File: config.mk
export PLATFORM = sky130hd
export DESIGN_NAME = cfh_irq_hub
export DESIGN_NICKNAME = d
export VERILOG_FILES = /design/src/rtl/cfh_irq_pkg.sv /design/src/rtl/cfh_irq_local.sv /design/src/rtl/cfh_irq_global.sv /design/src/rtl/cfh_irq_hub.sv
export SDC_FILE = /design/constraint.sdc
export NUM_CORES = 1
export LEC_CHECK = 0
export BUFFER_PORTS_ARGS = -buffer_cell sky130_fd_sc_hd__buf_4
export CAP_MARGIN = 15
export CORE_MARGIN = 1
export CORE_UTILIZATION = 47
export CTS_CLUSTER_DIAMETER = 100
export DETAILED_ROUTE_END_ITERATION = 8
export GPL_TIMING_DRIVEN = 0
export PLACE_DENSITY = 0.84
export SYNTH_ARGS = -nofsm -noshare
export SYNTH_HDL_FRONTEND = slang
export SYNTH_SLANG_ARGS = --single-unit
export TNS_END_PERCENT = 100
File: constraint.sdc
create_clock -name clk -period 2.32 [get_ports clk]
set_input_delay 0.464 -clock clk [delete_from_list [all_inputs] [get_ports clk]]
set_output_delay 0.464 -clock clk [all_outputs]
set_load 0.02 [all_outputs]
File: src/rtl/cfh_irq_pkg.sv
package cfh_irq_pkg;
    localparam int EV_W        = 12;
    localparam logic [EV_W-1:0] EV_IMPL = 12'hF0F;
    localparam int N_CTRL      = 2;
    localparam int OFF_LSTS    = 'h004;
    localparam int OFF_LEN     = 'h008;
    localparam int OFF_GSTS    = 'h800;
    localparam int OFF_GSEN    = 'h804;
    localparam int OFF_GSIG    = 'h808;
endpackage

File: src/rtl/cfh_irq_local.sv
module cfh_irq_local #(
    parameter int EV_W = 12,
    parameter logic [EV_W-1:0] IMPL = '1
) (
    input  logic            clk,
    input  logic            rst_n,
    input  logic [EV_W-1:0] ev_pulse,
    input  logic            ack_wr,
    input  logic            en_wr,
    input  logic [EV_W-1:0] wdata,
    output logic [EV_W-1:0] sts_q,
    output logic [EV_W-1:0] en_q,
    output logic            pend
);
    for (genvar i = 0; i < EV_W; i++) begin : g_bit
        if (IMPL[i]) begin : g_live
            always_ff @(posedge clk or negedge rst_n) begin
                if (!rst_n) begin
                    sts_q[i] <= 1'b0;
                    en_q[i]  <= 1'b0;
                end else begin
                    sts_q[i] <= ev_pulse[i] | (sts_q[i] & ~(ack_wr & wdata[i]));
                    if (en_wr) en_q[i] <= wdata[i];
                end
            end


            ev_wins_chk: assert property (@(posedge clk) disable iff (!rst_n)
                ev_pulse[i] |=> sts_q[i]);

            ack_clears_chk: assert property (@(posedge clk) disable iff (!rst_n)
                (ack_wr && wdata[i] && !ev_pulse[i]) |=> !sts_q[i]);
        end else begin : g_tied
            assign sts_q[i] = 1'b0;
            assign en_q[i]  = 1'b0;
        end
    end

    assign pend = |(sts_q & en_q);
endmodule

File: src/rtl/cfh_irq_global.sv
module cfh_irq_global #(
    parameter int N_SRC = 2
) (
    input  logic             clk,
    input  logic             rst_n,
    input  logic [N_SRC-1:0] src_pend,
    input  logic             ack_wr,
    input  logic             sen_wr,
    input  logic             sig_wr,
    input  logic [N_SRC-1:0] wdata,
    output logic [N_SRC-1:0] gsts_q,
    output logic [N_SRC-1:0] gsen_q,
    output logic [N_SRC-1:0] gsig_q,
    output logic             irq_o
);
    logic [N_SRC-1:0] req;
    assign req = src_pend & gsen_q;

    always_ff @(posedge clk or negedge rst_n) begin
        if (!rst_n) begin
            gsts_q <= '0;
            gsen_q <= '0;
            gsig_q <= '0;
        end else begin
            gsts_q <= req | (gsts_q & ~({N_SRC{ack_wr}} & wdata));
            if (sen_wr) gsen_q <= wdata;
            if (sig_wr) gsig_q <= wdata;
        end
    end

    assign irq_o = |(gsts_q & gsig_q);

    for (genvar k = 0; k < N_SRC; k++) begin : g_chk

        gate_open_chk: assert property (@(posedge clk) disable iff (!rst_n)
            $rose(gsts_q[k]) |-> $past(gsen_q[k] && src_pend[k]));

        gack_chk: assert property (@(posedge clk) disable iff (!rst_n)
            (ack_wr && wdata[k] && !(src_pend[k] && gsen_q[k])) |=> !gsts_q[k]);
    end


    line_masked_chk: assert property (@(posedge clk) disable iff (!rst_n)
        irq_o |-> (gsig_q != '0));
endmodule

File: src/rtl/cfh_irq_hub.sv
module cfh_irq_hub
    import cfh_irq_pkg::*;
#(
    parameter int ADDR_W = 12,
    parameter int DATA_W = 32
) (
    input  logic              clk,
    input  logic              rst_n,
    input  logic              reg_wr,
    input  logic              reg_rd,
    input  logic [ADDR_W-1:0] reg_addr,
    input  logic [DATA_W-1:0] reg_wdata,
    output logic [DATA_W-1:0] reg_rdata,
    input  logic [EV_W-1:0]   ev_pulse,
    input  logic              peer_pend,
    output logic              irq_o
);
    localparam int CTRL_BIT = 0;
    localparam int PEER_BIT = 1;

    logic sel_lsts, sel_len, sel_gsts, sel_gsen, sel_gsig;
    assign sel_lsts = (reg_addr == ADDR_W'(OFF_LSTS));
    assign sel_len  = (reg_addr == ADDR_W'(OFF_LEN));
    assign sel_gsts = (reg_addr == ADDR_W'(OFF_GSTS));
    assign sel_gsen = (reg_addr == ADDR_W'(OFF_GSEN));
    assign sel_gsig = (reg_addr == ADDR_W'(OFF_GSIG));

    logic [EV_W-1:0]   lsts, len;
    logic              loc_pend;
    logic [N_CTRL-1:0] gsts, gsen, gsig, src;

    cfh_irq_local #(.EV_W(EV_W), .IMPL(EV_IMPL)) u_local (
        .clk      (clk),
        .rst_n    (rst_n),
        .ev_pulse (ev_pulse),
        .ack_wr   (reg_wr & sel_lsts),
        .en_wr    (reg_wr & sel_len),
        .wdata    (reg_wdata[EV_W-1:0]),
        .sts_q    (lsts),
        .en_q     (len),
        .pend     (loc_pend)
    );

    always_comb begin
        src = '0;
        src[CTRL_BIT] = loc_pend;
        src[PEER_BIT] = peer_pend;
    end

    cfh_irq_global #(.N_SRC(N_CTRL)) u_global (
        .clk      (clk),
        .rst_n    (rst_n),
        .src_pend (src),
        .ack_wr   (reg_wr & sel_gsts),
        .sen_wr   (reg_wr & sel_gsen),
        .sig_wr   (reg_wr & sel_gsig),
        .wdata    (reg_wdata[N_CTRL-1:0]),
        .gsts_q   (gsts),
        .gsen_q   (gsen),
        .gsig_q   (gsig),
        .irq_o    (irq_o)
    );

    logic unused_hi;
    assign unused_hi = ^reg_wdata[DATA_W-1:EV_W];

    logic [DATA_W-1:0] rd_mux;
    always_comb begin
        rd_mux = '0;
        if (sel_lsts) rd_mux = DATA_W'(lsts);
        if (sel_len)  rd_mux = DATA_W'(len);
        if (sel_gsts) rd_mux = DATA_W'(gsts);
        if (sel_gsen) rd_mux = DATA_W'(gsen);
        if (sel_gsig) rd_mux = DATA_W'(gsig);
    end

    always_ff @(posedge clk or negedge rst_n) begin
        if (!rst_n)      reg_rdata <= '0;
        else if (reg_rd) reg_rdata <= rd_mux;
    end


    rd_hold_chk: assert property (@(posedge clk) disable iff (!rst_n)
        !reg_rd |=> $stable(reg_rdata));
endmodule

==> impl_summary.txt <==
----------------------------------------------------
[Timing]
  Max transition margin ... 61.66%
  Post-route minimum period ... 1.781 ns
  Count of final setup violators ... 0
  Final Slew Violations ... 0
  Highest attainable clock frequency ... 561.4 MHz
  Total negative slack ... 0 ns
  Post-route clock period utilization ... 76.77%
  Slew at the pin closest to its max-slew limit ... 0.5719 ns
  Final hold viol count ... 0
  Worst Skew ... 0.01087 ns
  Unrepaired setup endpoints after global routing ... false

[Logic synthesis]
  Portion of the post-synthesis area used by sequential elements ... 44.54%
  Mean post-synth cell area ... 10.94 um^2
  Number of cells produced by synthesis ... 154
  Library cells used by synthesis ... 33
  Most common flop cell mapped by yosys ... sky130_fd_sc_hd__dfrtp_1
  Post-synth EDFFs ... 0
  Synthesized area ... 1685 um^2
  Synth Register Bits ... 30
  Async set-reset flop share out of synthesis ... 100.0%
  Number of warnings printed during yosys synthesis ... 0

[Detailed routing]
  Average routed wire per standard cell ... 12.57 um
  Total number of vias ... 1330
  DRT Pass-1 Iters ... 4
  Number of DRC markers in iteration 0 ... 33
  Post-Route WL ... 3.394 mm
  Number of remaining DRC errors ... 0
  Remaining antenna violation count after routing ... 0
  Vias per inst ... 4.926

[Worst setup path]
  Worst EP required ... 2.55 ns
  Endpoint class of the critical path ... flip-flop
  Cell-by-cell listing of the critical path ... buf_4, nor4_4, nand3b_2, nor3_4, nand2_4, mux2_4
  Arrival @ worst endpoint ... 2.01 ns
  Max FO, Critical Path ... 8
  Launching element type of the critical path ... input pin
  Library cell contributing the largest single delay on the critical path ... sky130_fd_sc_hd__nor3_4
  Setup CP Type ... in -> reg
  Highest cell delay on the worst timing path ... 0.40 ns

[Clock tree]
  Level count of the clock H-tree ... 2
  Number of buffers created by CTS ... 5
  TritonCTS clock tree ... built
  Resized cells post-CTS ... 0
  Post-CTS repair timing setup buffer count ... 0
  Post-CTS Hold Fix Bufs ... 0
  Clock slew seen by the registers of the worst setup and hold paths ... 0.10 ns
  Sinks on Clock Net ... 30
  Maximum clock insertion buffer count ... 2
  CTS root buf ... sky130_fd_sc_hd__clkbuf_4
  Clock insertion delay at the later pin of the skew report ... 0.34 ns

[Global routing]
  Most Used Layer, Global Route ... met2
  Total global routing track utilization ... 19.90%
  Antenna violations before repair ... 0
  Met2 global-route usage ... 30.88%
  Overall overflow remaining after global route ... 0
  Number of global-route vias before repair ... 1176
  Met3 usage in global routing ... 6.625%
  First-pass GRT wire length ... 5.299 mm
  M1 GR Usage ... 25.20%
  Maximum number of pins on one net before global-route repair ... 31

[Die]
  I/O pin count ... 94
  Area of the core ... 3390 um^2
  Placement row count ... 21
  Total die area ... 3829 um^2
  Initial Util ... 49.72%
  Height of the die ... 61.88 um
  Die span in x ... 61.88 um

[Run status]
  Status ... finished clean

[Cells and area]
  Area Growth Syn to Fin ... 32.52%
  Fill cell total of the finished layout ... 277
  Register cell area after layout ... 750.7 um^2
  Final design area excluding fillers ... 2233 um^2
  Area used by multi-input combinational logic ... 803.3 um^2
  Count of inserted antenna diode cells ... 0
  Fraction of final layout cells sized beyond drive strength 1 ... 41.07%
  Final #Nets ... 284

[Power]
  Cell leakage power ... 0.001078 uW
  Areal power density over the cells ... 561.1 nW/um^2
  Worst voltage drop across the vdd grid ... 0.6062 mV

[Place]
  PortBufs ... 39
  Placed Instance Area ... 2122 um^2
  HPWL Detailed ... 2.531 mm
  Routability congestion estimate ... 0.8156

[Hold path]
  Path category of the worst min-delay check ... in -> async

[Job]
  Max-capacitance violation count ... 0

----------------------------------------------------
[area by class of cell]
type                    count  share of cell area (%)
inverters                   7                   1.176
clock inverters             2                   2.689
clock buffers               6                   2.297
flip-flops and latches     30                   33.61
multi-input cells         113                   35.97
plain buffers              27                   8.571
repair buffers             39                   13.11
well taps                  46                   2.577
[power breakdown]
| group | internal, uW | switching (uW) | total, uW |
|---|---|---|---|
| clock | 365 | 190 | 555 |
| sequential | 527 | 3.03 | 530 |
| combinational | 79.0 | 88.9 | 168 |
[worst max-delay path: cells and delay by family]
kind / cells / cell delay, ns
simple gates: 4 / 1.10
mux: 1 / 0.33
buf+inv: 1 / 0.12
[registers in the layout (all words and copies together) (netlist names)]
| signal | count |
|---|---|
| u_global.gsen_q | 2 |
| u_local.sts_q | 8 |
| reg_rdata | 8 |
| u_global.gsts_q | 2 |
| u_global.gsig_q | 2 |
| u_local.en_q | 8 |
[per-layer routing]
layer,vias up,part of all wire [%]
met5,-,0
met1,620,43
li1,652,-
met2,47,47
met3,11,6.5
met4,0,3.2
[logic make-up after synthesis]
kind of cell,after synthesis,synth area share (%)
mux,12,9.800
simple gates,37,15.66
flops,30,44.54
buf+inv,34,12.92
compound gates,40,16.85
other cells,1,0.2225
[cells in the final DEF, fill, tap and decap left out, types with 2 or more instances in the layout]
master,Yosys,layout
sky130_fd_sc_hd__buf_4,24,63
sky130_fd_sc_hd__dfrtp_1,30,30
sky130_fd_sc_hd__conb_1,1,24
sky130_fd_sc_hd__nand2_1,12,12
sky130_fd_sc_hd__a22oi_1,10,10
sky130_fd_sc_hd__a21o_1,8,8
sky130_fd_sc_hd__mux2_4,8,8
sky130_fd_sc_hd__inv_1,7,7
sky130_fd_sc_hd__o22ai_1,6,6
sky130_fd_sc_hd__a21oi_1,6,6
sky130_fd_sc_hd__clkbuf_4,0,5
sky130_fd_sc_hd__nor2b_1,4,4
sky130_fd_sc_hd__mux2_2,4,4
sky130_fd_sc_hd__clkbuf_1,3,3
sky130_fd_sc_hd__a22o_1,3,3
sky130_fd_sc_hd__nand2b_1,3,3
sky130_fd_sc_hd__nor4_4,2,2
sky130_fd_sc_hd__nand3_1,2,2
sky130_fd_sc_hd__nor2_1,2,2
sky130_fd_sc_hd__nand3b_1,2,2
sky130_fd_sc_hd__o21ai_0,2,2
sky130_fd_sc_hd__o221ai_1,2,2
sky130_fd_sc_hd__o221a_2,2,2
sky130_fd_sc_hd__bufinv_16,0,2
[worst paths after layout]
check                            startpoint                to  slack, ns  cells past startpoint
max reg2reg                u_local.sts_q[0]      reg_rdata[0]       1.14                      5
min reg2reg                u_local.sts_q[3]  u_local.sts_q[3]       0.52                      1
max                             reg_addr[0]   u_local.en_q[0]       0.54                      6
max in group asynchronous             rst_n  u_local.sts_q[1]       2.01                      1
min                                   rst_n  u_local.sts_q[9]       0.02                      1
min in group clk                ev_pulse[8]  u_local.sts_q[8]       0.29                      2
[metrics by stage]
| step | std cells | total power, uW | worst slack, ns | util, % | hold slack [ns] |
|---|---|---|---|---|---|
| global placement | 262 | 706.2 | 0.1829 | 62.61 | 0.4091 |
| floorplan | 177 | 638.2 | 0.4910 | - | 0.1684 |
| global route | 270 | 1310 | 0.4467 | 65.89 | 0.03160 |
| CTS | 270 | 1254 | 0.5488 | 65.89 | 0.03986 |
| finish | 270 | 1253 | 0.5389 | 65.89 | 0.02022 |
| detailed placement | 262 | 707.1 | 0.1895 | 62.61 | 0.4062 |
[synthesized netlist by cell type, types with 2 or more instances]
master,instances,share of area [%]
sky130_fd_sc_hd__a21o_1,8,3.6
sky130_fd_sc_hd__dfrtp_1,30,45
sky130_fd_sc_hd__a22o_1,3,1.6
sky130_fd_sc_hd__o22ai_1,6,2.2
sky130_fd_sc_hd__nand3b_1,2,0.89
sky130_fd_sc_hd__o221ai_1,2,1.0
sky130_fd_sc_hd__clkbuf_1,3,0.67
sky130_fd_sc_hd__inv_1,7,1.6
sky130_fd_sc_hd__a22oi_1,10,4.5
sky130_fd_sc_hd__a21oi_1,6,1.8
sky130_fd_sc_hd__o21ai_0,2,0.59
sky130_fd_sc_hd__buf_4,24,11
sky130_fd_sc_hd__nand2_1,12,2.7
sky130_fd_sc_hd__o221a_2,2,1.3
sky130_fd_sc_hd__mux2_2,4,2.7
sky130_fd_sc_hd__mux2_4,8,7.1
sky130_fd_sc_hd__nand3_1,2,0.59
sky130_fd_sc_hd__nor2b_1,4,1.5
sky130_fd_sc_hd__nor2_1,2,0.45
sky130_fd_sc_hd__nand2b_1,3,1.1
sky130_fd_sc_hd__nor4_4,2,2.5
(Power assumes the default switching activity.)
